## src/rtl/smem_pkg.sv

```systemverilog
`timescale 1ns/1ps
package smem_pkg;

  typedef enum logic [1:0] {
    REG_PTR_L = 2'b00,
    REG_PTR_R = 2'b01,
    REG_DAT_L = 2'b10,
    REG_DAT_R = 2'b11
  } hreg_e;

  typedef enum logic [1:0] {
    GNT_NONE = 2'd0,
    GNT_WR   = 2'd1,
    GNT_RD_L = 2'd2,
    GNT_RD_R = 2'd3
  } gnt_e;

  localparam int NUM_CHAN = 2;

endpackage

```

## src/rtl/smem_wfifo.sv

```systemverilog
`timescale 1ns/1ps
module smem_wfifo #(
  parameter int W     = 32,
  parameter int DEPTH = 4,
  localparam int AW   = $clog2(DEPTH)
) (
  input  logic         clk_i,
  input  logic         rst_ni,
  input  logic         push_i,
  input  logic [W-1:0] din_i,
  input  logic         pop_i,
  output logic [W-1:0] dout_o,
  output logic         empty_o,
  output logic         full_o
);

  logic [W-1:0]  store_q [DEPTH];
  logic [AW-1:0] wp_q, rp_q;
  logic [AW:0]   cnt_q;
  logic          push_ok, pop_ok;

  assign full_o  = (cnt_q == (AW+1)'(DEPTH));
  assign empty_o = (cnt_q == '0);
  assign push_ok = push_i && !full_o;
  assign pop_ok  = pop_i && !empty_o;
  assign dout_o  = store_q[rp_q];

  always_ff @(posedge clk_i) begin
    if (push_ok) store_q[wp_q] <= din_i;
  end

  always_ff @(posedge clk_i or negedge rst_ni) begin
    if (!rst_ni) begin
      wp_q  <= '0;
      rp_q  <= '0;
      cnt_q <= '0;
    end else begin
      if (push_ok) wp_q <= wp_q + AW'(1);
      if (pop_ok)  rp_q <= rp_q + AW'(1);
      case ({push_ok, pop_ok})
        2'b10:   cnt_q <= cnt_q + (AW+1)'(1);
        2'b01:   cnt_q <= cnt_q - (AW+1)'(1);
        default: cnt_q <= cnt_q;
      endcase
    end
  end

endmodule

```

## src/rtl/smem_chan.sv

```systemverilog
`timescale 1ns/1ps
module smem_chan #(
  parameter int ADDR_W = 16,
  parameter int DATA_W = 16
) (
  input  logic              clk_i,
  input  logic              rst_ni,
  input  logic              ptr_wr_i,
  input  logic [ADDR_W-1:0] ptr_wdata_i,
  input  logic              dat_wr_i,
  input  logic              dat_rd_i,
  input  logic              fetch_gnt_i,
  input  logic              fill_i,
  input  logic [DATA_W-1:0] fill_data_i,
  output logic [ADDR_W-1:0] ptr_o,
  output logic              need_o,
  output logic              vld_o,
  output logic [DATA_W-1:0] dreg_o
);

  logic [ADDR_W-1:0] ptr_q;
  logic              need_q, vld_q;
  logic [DATA_W-1:0] dreg_q;
  logic              consume;

  assign consume = dat_rd_i && vld_q;

  always_ff @(posedge clk_i or negedge rst_ni) begin
    if (!rst_ni) begin
      ptr_q  <= '0;
      need_q <= 1'b0;
      vld_q  <= 1'b0;
      dreg_q <= '0;
    end else begin
      if (ptr_wr_i)                 ptr_q <= ptr_wdata_i;
      else if (dat_wr_i || consume) ptr_q <= ptr_q + ADDR_W'(1);

      if (ptr_wr_i || consume) need_q <= 1'b1;
      else if (dat_wr_i)       need_q <= 1'b0;
      else if (fetch_gnt_i)    need_q <= 1'b0;

      if (ptr_wr_i || dat_wr_i || consume) vld_q <= 1'b0;
      else if (fill_i)                     vld_q <= 1'b1;

      if (fill_i) dreg_q <= fill_data_i;
    end
  end

  assign ptr_o  = ptr_q;
  assign need_o = need_q;
  assign vld_o  = vld_q;
  assign dreg_o = dreg_q;

endmodule

```

## src/rtl/smem_slot_arb.sv

```systemverilog
`timescale 1ns/1ps
module smem_slot_arb
  import smem_pkg::*;
#(
  parameter int NUM_SLOTS = 32,
  parameter int ADDR_W    = 16,
  parameter int DATA_W    = 16,
  localparam int SLOT_W   = $clog2(NUM_SLOTS)
) (
  input  logic [SLOT_W-1:0]             slot_i,
  input  logic                          tick_i,
  input  logic [NUM_SLOTS-1:0]          mask_i,
  input  logic                          wq_empty_i,
  input  logic [NUM_CHAN-1:0]           need_i,
  input  logic [ADDR_W-1:0]             wq_addr_i,
  input  logic [DATA_W-1:0]             wq_data_i,
  input  logic [NUM_CHAN-1:0][ADDR_W-1:0] ptr_i,
  input  logic                          syn_req_i,
  input  logic [ADDR_W-1:0]             syn_addr_i,
  output gnt_e                          gnt_o,
  output logic                          mem_req_o,
  output logic                          mem_we_o,
  output logic [ADDR_W-1:0]             mem_addr_o,
  output logic [DATA_W-1:0]             mem_wdata_o
);

  logic host_slot;

  assign host_slot = mask_i[slot_i];

  // writes drain first so a fetch never sees stale data
  always_comb begin
    gnt_o = GNT_NONE;
    if (tick_i && host_slot) begin
      if (!wq_empty_i)    gnt_o = GNT_WR;
      else if (need_i[0]) gnt_o = GNT_RD_L;
      else if (need_i[1]) gnt_o = GNT_RD_R;
    end
  end

  always_comb begin
    mem_req_o   = 1'b0;
    mem_we_o    = 1'b0;
    mem_addr_o  = '0;
    mem_wdata_o = '0;
    if (tick_i && !host_slot) begin
      mem_req_o  = syn_req_i;
      mem_addr_o = syn_addr_i;
    end else begin
      case (gnt_o)
        GNT_WR: begin
          mem_req_o   = 1'b1;
          mem_we_o    = 1'b1;
          mem_addr_o  = wq_addr_i;
          mem_wdata_o = wq_data_i;
        end
        GNT_RD_L: begin
          mem_req_o  = 1'b1;
          mem_addr_o = ptr_i[0];
        end
        GNT_RD_R: begin
          mem_req_o  = 1'b1;
          mem_addr_o = ptr_i[1];
        end
        default: ;
      endcase
    end
  end

endmodule

```

## src/rtl/smem_host_port.sv

```systemverilog
`timescale 1ns/1ps
module smem_host_port
  import smem_pkg::*;
#(
  parameter int NUM_SLOTS  = 32,
  parameter int ADDR_W     = 16,
  parameter int DATA_W     = 16,
  parameter int FIFO_DEPTH = 4,
  localparam int SLOT_W    = $clog2(NUM_SLOTS)
) (
  input  logic                 clk_i,
  input  logic                 rst_ni,
  input  logic                 host_wr_i,
  input  logic                 host_rd_i,
  input  logic [1:0]           host_reg_i,
  input  logic [DATA_W-1:0]    host_wdata_i,
  output logic [DATA_W-1:0]    host_rdata_o,
  output logic                 host_busy_o,
  output logic [1:0]           host_valid_o,
  input  logic [SLOT_W-1:0]    slot_i,
  input  logic                 slot_tick_i,
  input  logic [NUM_SLOTS-1:0] host_slot_mask_i,
  input  logic                 syn_req_i,
  input  logic [ADDR_W-1:0]    syn_addr_i,
  output logic                 mem_req_o,
  output logic                 mem_we_o,
  output logic [ADDR_W-1:0]    mem_addr_o,
  output logic [DATA_W-1:0]    mem_wdata_o,
  input  logic [DATA_W-1:0]    mem_rdata_i
);

  localparam int ENT_W = ADDR_W + DATA_W;

  logic                           sel_ch, is_dat;
  logic [NUM_CHAN-1:0]            ptr_wr, dat_wr, dat_rd, kill, need, fill, fetch_gnt;
  logic [NUM_CHAN-1:0][ADDR_W-1:0] chan_ptr;
  logic [NUM_CHAN-1:0][DATA_W-1:0] dreg;
  logic                           wq_full, wq_empty;
  logic [ENT_W-1:0]               wq_head;
  gnt_e                           gnt;
  logic                           rd_gnt, gnt_ch;
  logic                           infl_v_q, infl_ch_q;

  assign sel_ch = host_reg_i[0];
  assign is_dat = host_reg_i[1];
  assign rd_gnt = (gnt == GNT_RD_L) || (gnt == GNT_RD_R);
  assign gnt_ch = (gnt == GNT_RD_R);

  always_comb begin
    for (int c = 0; c < NUM_CHAN; c++) begin
      ptr_wr[c]    = host_wr_i && !is_dat && (sel_ch == 1'(c));
      dat_wr[c]    = host_wr_i && is_dat && (sel_ch == 1'(c)) && !wq_full;
      dat_rd[c]    = host_rd_i && !host_wr_i && is_dat && (sel_ch == 1'(c));
      kill[c]      = ptr_wr[c] || dat_wr[c];
      fetch_gnt[c] = rd_gnt && (gnt_ch == 1'(c));
      fill[c]      = infl_v_q && (infl_ch_q == 1'(c)) && !kill[c];
    end
  end

  // one read in flight at most; a pointer move during it discards the result
  always_ff @(posedge clk_i or negedge rst_ni) begin
    if (!rst_ni) begin
      infl_v_q  <= 1'b0;
      infl_ch_q <= 1'b0;
    end else begin
      infl_v_q  <= rd_gnt && !kill[gnt_ch];
      infl_ch_q <= gnt_ch;
    end
  end

  smem_wfifo #(
    .W     (ENT_W),
    .DEPTH (FIFO_DEPTH)
  ) u_wfifo (
    .clk_i   (clk_i),
    .rst_ni  (rst_ni),
    .push_i  (|dat_wr),
    .din_i   ({chan_ptr[sel_ch], host_wdata_i}),
    .pop_i   (gnt == GNT_WR),
    .dout_o  (wq_head),
    .empty_o (wq_empty),
    .full_o  (wq_full)
  );

  for (genvar c = 0; c < NUM_CHAN; c++) begin : g_chan
    smem_chan #(
      .ADDR_W (ADDR_W),
      .DATA_W (DATA_W)
    ) u_chan (
      .clk_i       (clk_i),
      .rst_ni      (rst_ni),
      .ptr_wr_i    (ptr_wr[c]),
      .ptr_wdata_i (ADDR_W'(host_wdata_i)),
      .dat_wr_i    (dat_wr[c]),
      .dat_rd_i    (dat_rd[c]),
      .fetch_gnt_i (fetch_gnt[c]),
      .fill_i      (fill[c]),
      .fill_data_i (mem_rdata_i),
      .ptr_o       (chan_ptr[c]),
      .need_o      (need[c]),
      .vld_o       (host_valid_o[c]),
      .dreg_o      (dreg[c])
    );
  end

  smem_slot_arb #(
    .NUM_SLOTS (NUM_SLOTS),
    .ADDR_W    (ADDR_W),
    .DATA_W    (DATA_W)
  ) u_arb (
    .slot_i      (slot_i),
    .tick_i      (slot_tick_i),
    .mask_i      (host_slot_mask_i),
    .wq_empty_i  (wq_empty),
    .need_i      (need),
    .wq_addr_i   (wq_head[ENT_W-1:DATA_W]),
    .wq_data_i   (wq_head[DATA_W-1:0]),
    .ptr_i       (chan_ptr),
    .syn_req_i   (syn_req_i),
    .syn_addr_i  (syn_addr_i),
    .gnt_o       (gnt),
    .mem_req_o   (mem_req_o),
    .mem_we_o    (mem_we_o),
    .mem_addr_o  (mem_addr_o),
    .mem_wdata_o (mem_wdata_o)
  );

  assign host_busy_o  = wq_full;
  assign host_rdata_o = is_dat ? dreg[sel_ch] : DATA_W'(chan_ptr[sel_ch]);

endmodule

```

## config.mk

```make
export PLATFORM = sky130hd
export DESIGN_NAME = smem_host_port
export DESIGN_NICKNAME = d
export VERILOG_FILES = /design/src/rtl/smem_pkg.sv /design/src/rtl/smem_wfifo.sv /design/src/rtl/smem_chan.sv /design/src/rtl/smem_slot_arb.sv /design/src/rtl/smem_host_port.sv
export SDC_FILE = /design/constraint.sdc
export NUM_CORES = 1
export LEC_CHECK = 0
export BUFFER_PORTS_ARGS = -buffer_cell sky130_fd_sc_hd__buf_2
export CAP_MARGIN = 20
export CORE_UTILIZATION = 55
export CTS_BUF_LIST = sky130_fd_sc_hd__clkbuf_8
export CTS_CLUSTER_DIAMETER = 40
export DETAILED_ROUTE_END_ITERATION = 12
export GPL_ROUTABILITY_DRIVEN = 0
export PLACE_DENSITY_LB_ADDON = 0.08
export SYNTH_ARGS = -nofsm -noshare
export SYNTH_HDL_FRONTEND = slang
export SYNTH_SLANG_ARGS = --single-unit
```

## constraint.sdc

```tcl
create_clock -name clk_i -period 2.49 [get_ports clk_i]
set_input_delay 0.1245 -clock clk_i [delete_from_list [all_inputs] [get_ports clk_i]]
set_output_delay 0.1245 -clock clk_i [all_outputs]
set_load 0.01 [all_outputs]
```

Word level (Yosys, flattened, before mapping)
Memory sizes are Yosys's and may differ from the RTL's. Cells that the tools add are included.

Logic and storage cells: 122. Input port bits: 93. Memories kept: 1. Flip-flop bits (word level): 77. Bits in writable memories: 128.

Memories: u_wfifo.store_q (words 4, bits a word 32, read ports 1, clocked after memory_dff 0, write ports 1, line smem_wfifo.sv:17) `logic [W-1:0] store_q [DEPTH];`.

Eq/ne operators: 6. Reduce and logical (&&, ||, !) cells: 52. Add/sub/neg operators: 6. Multiplexer cells: 38. $lt $le $gt $ge: 3. Bitwise operators: 3.

Operator list (count): 16-bit two-way mux (12); 16-bit one-hot mux with 3 select lines (1); 16-bit by 1-bit adder with 16-bit output (second input constant) (2); 1-bit logical AND (25); 1-bit two-way mux (19); 2-bit nonzero test (5); 1-bit logical OR (9); 1-bit zero test (8); 2-bit two-way mux (4); 2-bit equality test (second input constant) (3); 5-bit by 6-bit less-than comparator with 1-bit output (second input constant) (1); 3-bit one-hot mux with 2 select lines (1); 3-bit nonzero test (2); 1-bit binary-select mux with 5-bit select (1); 2-bit by 1-bit adder with 2-bit output (second input constant) (2); 2-bit by 1-bit equality test with 1-bit output (second input constant) (2); 1-bit by 2-bit less-than comparator with 1-bit output (second input constant) (2); 3-bit by 1-bit adder with 3-bit output (second input constant) (1); 3-bit equality test (second input constant) (1); 3-bit zero test (1); 1-bit NOT (3); 3-bit OR reduction (1); 3-bit by 1-bit subtractor with 3-bit output (second input constant) (1); 2-bit OR reduction (1).

Longest topological paths before layout
Word-level depth: 10. Depth in mapped cells: 13.

Hierarchy
A second synthesis with hierarchy kept.

Cell total of the unflattened synthesis: 708. Area, all modules: 10151.0 µm².

Modules (own cells, without submodules): smem_wfifo (instances 1, area each 5091.1 µm², sequential area each 4018.9 µm², cells an instance 205); smem_chan (instances 2, area each 1576.5 µm², sequential area each 850.8 µm², cells an instance 139); smem_slot_arb (instances 1, area each 1127.3 µm², sequential area each 0.0 µm², cells an instance 166); smem_host_port (instances 1, area each 779.5 µm², sequential area each 50.0 µm², cells an instance 59).

Worst setup path before layout
OpenSTA, ideal clock, no wires.

Path type: input to register. Start point: in slot_i[1]. End point: reg u_wfifo.cnt_q[2]. Required time: 2411 ps. Cell stages on the path: 13. Arrival time: 2341 ps. Library setup time: 79 ps. Setup slack: 70 ps. Cells stage by stage: buf_6 buf_8 mux2i_1 a22oi_1 nand3_1 a41oi_2 buf_2 ha_1 inv_1 fa_1 xor2_1 nor2_1 xor2_1.

Word-level cells in the longest chain between the ends: 8. Elaborated cells between the ends (all ways): 10. Classes of those cells: eq/ne: 3; mux: 4; reduce/logical: 3.

Ends and longest elaborated chain: start: declaration (line smem_host_port.sv:20) `input logic [SLOT_W-1:0] slot_i,`; 1-bit binary-select mux with 5-bit select (*) (line smem_slot_arb.sv:29) `assign host_slot = mask_i[slot_i];`; 1-bit two-way mux (implied by the code) (*) (line smem_slot_arb.sv:29); 1-bit logical AND (*) (line smem_slot_arb.sv:34) `if (tick_i && host_slot) begin`; 2-bit two-way mux (*) (line smem_slot_arb.sv:34); 2-bit by 1-bit equality test with 1-bit output (*) (line smem_host_port.sv:79) `.pop_i (gnt == GNT_WR),`; 1-bit logical AND (*) (line smem_wfifo.sv:25) `assign pop_ok = pop_i && !empty_o;`; net u_wfifo.pop_ok (line smem_wfifo.sv:20) `logic push_ok, pop_ok;`; 2-bit by 1-bit equality test with 1-bit output / 2-bit equality test (equally long branches) (line smem_wfifo.sv:40) `case ({push_ok, pop_ok})`; 3-bit one-hot mux with 2 select lines / 2-bit nonzero test (equally long branches); end signal: assignment (line smem_wfifo.sv:41) `2'b10: cnt_q <= cnt_q + (AW+1)'(1);`; end signal: assignment (line smem_wfifo.sv:42) `2'b01: cnt_q <= cnt_q - (AW+1)'(1);`; end signal: assignment (line smem_wfifo.sv:43) `default: cnt_q <= cnt_q;`; end: declaration (line smem_wfifo.sv:19) `logic [AW:0] cnt_q;`.

Mark *: on every way through the listed nets, which the timed path passes. The rest lies on a longest branch. The select of a mux whose other input is x is not followed. A chain may end at the register's enable or synchronous reset.

Worst setup path after layout
Start point: reg u_wfifo.rp_q[0]. End point: out mem_addr_o[7].

Word-level cells in the longest chain between the ends: 3.

Ends and longest elaborated chain: start: declaration (line smem_wfifo.sv:18) `logic [AW-1:0] wp_q, rp_q;`; start signal: assignment (line smem_wfifo.sv:39) `if (pop_ok) rp_q <= rp_q + AW'(1);`; memory read 4 x 32 bit; 16-bit one-hot mux with 3 select lines (line smem_slot_arb.sv:50) `case (gnt_o)`; 16-bit two-way mux (line smem_slot_arb.sv:46) `if (tick_i && !host_slot) begin`; end: declaration (line smem_host_port.sv:27) `output logic [ADDR_W-1:0] mem_addr_o,`.

No other way between the ends.

==> results.md <==
- Status: finished clean
- Number of synthesized register bits: between 200 and 250
- CP Class: reg -> out
- GRT overflow: 0
- Clk Latency, worst-skew pair: roughly 0.52 ns
- Ys Warns: 0
- Drc violations: 0
- CTS sink cnt: roughly 210
- Worst path max stage delay: approximately 0.48 ns
- Via count: 7165
- Largest family of logic cells by synthesized area: multiplexers
- DR vias/cell: 5.82
- Mux contribution to synthesized area: 0.176
- Pint: between 7 and 8 mW
- Synth unique cells: 63
- Largest net degree at the start of global routing: 48
- Reg2Reg Depth: 9
- Post-Place Setup Slack: roughly 0.066 ns
- Drt pass-1 iters: 5
- Yosys top cell area share: 0.382
- CP max-delay cell: mux4_2
- Top post-synthesis cells by count: 128 x edfxtp_1, 77 x dfrtp_1, 61 x nand2_1
- Ys async rst share: 0.376
- HP Class: in -> reg
- Worst setup SP type: flip-flop
- Sw Ratio: 0.322
- Footprint of the multi-input gates: roughly 0.0041 mm2
- Power per Cell Area: roughly 950 mW/mm2
- Clk buf depth: 3
- Layout Skew: 0.0148 ns
- H-tree depth: 2
- Final Hold Fails: 0
- Worst-Margin Slew: about 0.67 ns
- WHS Path Cells: 4
- Crit-path leading delay family: multiplexers
- Clk pwr share: 0.266
- Fillers: around 1300
- Hold WS: 0.125 ns
- Root buf cell: clkbuf_8
- Post-synth EDFFs: roughly 130
- Utilization after layout: 0.688
- Slew Viols, Final: 0
- GRT Resource Usage Total: 0.262
- Number of I/O port buffers: 145
- Mapped Area: around 0.010 mm2
- Relative slew slack: 0.555
- FF+latch area: around 0.0058 mm2
- Tot Pwr: 11.7 mW
- Crit path DAT: 2.32 ns
- Die area: roughly 0.019 mm2
- Layout cells sized above 1: 0.344
- Synth Area in Compound Gates: 0.102
- NetSw: about 3.8 mW
- RSZ-0062 raised after global routing: true
- Antenna diodes: 0
- Maximum fanout along the worst path: 17
- Core area: around 0.018 mm2
- Post-route ant nets: 0
- Leak: ~5.1 nW
- Initial antenna violation count: 0
- Reg clk slew, reported paths: 0.06 ns
- Max Clock Freq: about 410 MHz
- Row count: ~50
- Min cycle time layout: roughly 2.4 ns
- Sequential fraction of the synthesis area: 0.574
- Area contributors post-synth: edfxtp_1 38%, dfrtp_1 19%, mux4_2 7.2%
- Final Setup Violations: 0
- Register share of total power: 0.430
- Initial DRC count: ~380
- Mean area per synthesized cell: between 10 and 15 um2
- DRT Wirelength: roughly 24000 um
- Die Wd: 137 um
- WP depth: 7
- Period utilization: 0.982
- Final nets: 1075
- Drt wl/cell: a little under 20 um
- Area growth from synthesis to layout: 22.8%
- Boundary Pins: 146
- Setup crit end kind: primary output
- Final setup margin: 0.0448 ns
- Syn Inst Count: around 770
- Post-DP HPWL: ~16000 um
- Area share of xor/xnor cells in the synthesized design: 0.00522
- Combinational fraction of design power: 0.303
- CTS tree: built
- Most common cell in the synthesized netlist: edfxtp_1
- Post-Synth Adder-Cell Area: 0.0107
- Worst Path Buf+Inv: 3
- Req. time, crit path: 2.37 ns
- Simple-gate share of the synthesized area: 0.100
- Syn_nets: ~870
- Synth area leader: edfxtp_1
- Total CTS buffers: 36
- Global-route wire length before repair: between 30000 and 40000 um
- Top FF cell, synth: edfxtp_1
- Vias in the first global route: around 7300
- Max_cap viols: 0
- Starting density of the core: 0.560
- Die Height: between 100 and 150 um
- VDD IR max: between 500 and 600 uV
- Worst path cell trace: buf_12 > buf_4 > mux4_2 > nor2b_1 > a221oi_2 > mux2i_1 > buf_2
[routing by layer]
metal,wire length (um),global-route usage
met1,9870,0.333
met2,12100,0.455
met3,1400,0.0438
met4,527,0.0904
met5,0,0
[registers in the layout, summed over array words and instances, names as in the netlist]
register / cells
g_chan.u_chan.need_o: 2
g_chan.u_chan.ptr_o: 32
u_wfifo.wp_q: 2
u_wfifo.rp_q: 2
u_wfifo.store_q: 128
g_chan.u_chan.vld_o: 2
g_chan.u_chan.dreg_o: 32
infl_ch_q: 1
infl_v_q: 1
u_wfifo.cnt_q: 3
[power by group through the flow]
| stage | Combinational [mW] | Sequential, mW | Clock (mW) |
|---|---|---|---|
| detailed placement | 3.37 | 5.03 | 0 |
| floorplan | 2.48 | 4.76 | 0 |
| finish | 3.54 | 5.03 | 3.11 |
| global route | 3.90 | 5.11 | 3.32 |
| global placement | 3.27 | 4.98 | 0 |
| CTS | 3.46 | 5.00 | 3.18 |
[what timing repair did]
action	in CTS	in global routing
setup endpoints to repair	21	17
hold buffers	34	0
pin swaps	0	2
cloned	0	2
hold endpoints to repair	156	0
setup buffers	0	8
gates resized for setup	11	15
[cell families after synthesis]
group	after synthesis
compound gates	158
xor+xnor	6
fa+ha+maj	8
buf+inv	67
flops	205
mux	127
simple gates	195
[final timing paths]
check,start,endpoint,slack (ns)
setup / recovery,u_wfifo.rp_q[0]$_DFFE_PN0P_,mem_addr_o[7],0.04
hold / removal,host_rd_i,g_chan[0].u_chan.need_o$_DFFE_PN0P_,0.13
setup reg to reg,u_wfifo.cnt_q[0]$_DFFE_PN0P_,u_wfifo.cnt_q[2]$_DFFE_PN0P_,0.13
hold reg to reg,g_chan[1].u_chan.dreg_o[10]$_DFFE_PN0P_,g_chan[1].u_chan.dreg_o[10]$_DFFE_PN0P_,0.50
max in group asynchronous,rst_ni,g_chan[0].u_chan.dreg_o[9]$_DFFE_PN0P_,1.72
min in group asynchronous,rst_ni,g_chan[1].u_chan.vld_o$_DFFE_PN0P_,0.16
[cell usage in the layout (no fill, tap or decap), types with 27 or more instances in the layout]
cell type and n:
buf_4 38, dlygate4sd3_1 34, buf_2 144, dfrtp_1 75, mux2_2 36, o21ai_0 27
mux4_2 32, mux2i_1 49, a21oi_1 59, nor2_1 31, edfxtp_1 128, clkbuf_8 42
nand2_1 60
[worst min-delay path: cells and delay by family]
family | cells | cell delay, ns
compound gates | 2 | 0.20
buf+inv | 1 | 0.11
simple gates | 1 | 0.15
[through the flow]
stage	std cells	TNS, ns	instance area [um2]
detailed placement	1121	0	11100
CTS	1221	0	12200
finish	1231	0	12400
floorplan	766	0	10100
global route	1231	-0.624	12400
global placement	1121	0	11100
[final cells by class]
type | count | area share
well taps | 229 | 0.0232
clock inverters | 24 | 0.0133
clock buffers | 42 | 0.0468
flip-flops and latches | 205 | 0.467
repair buffers | 223 | 0.117
inverters | 14 | 0.00425
multi-input cells | 494 | 0.328
Note: power is estimated with default switching activity, not from simulation.
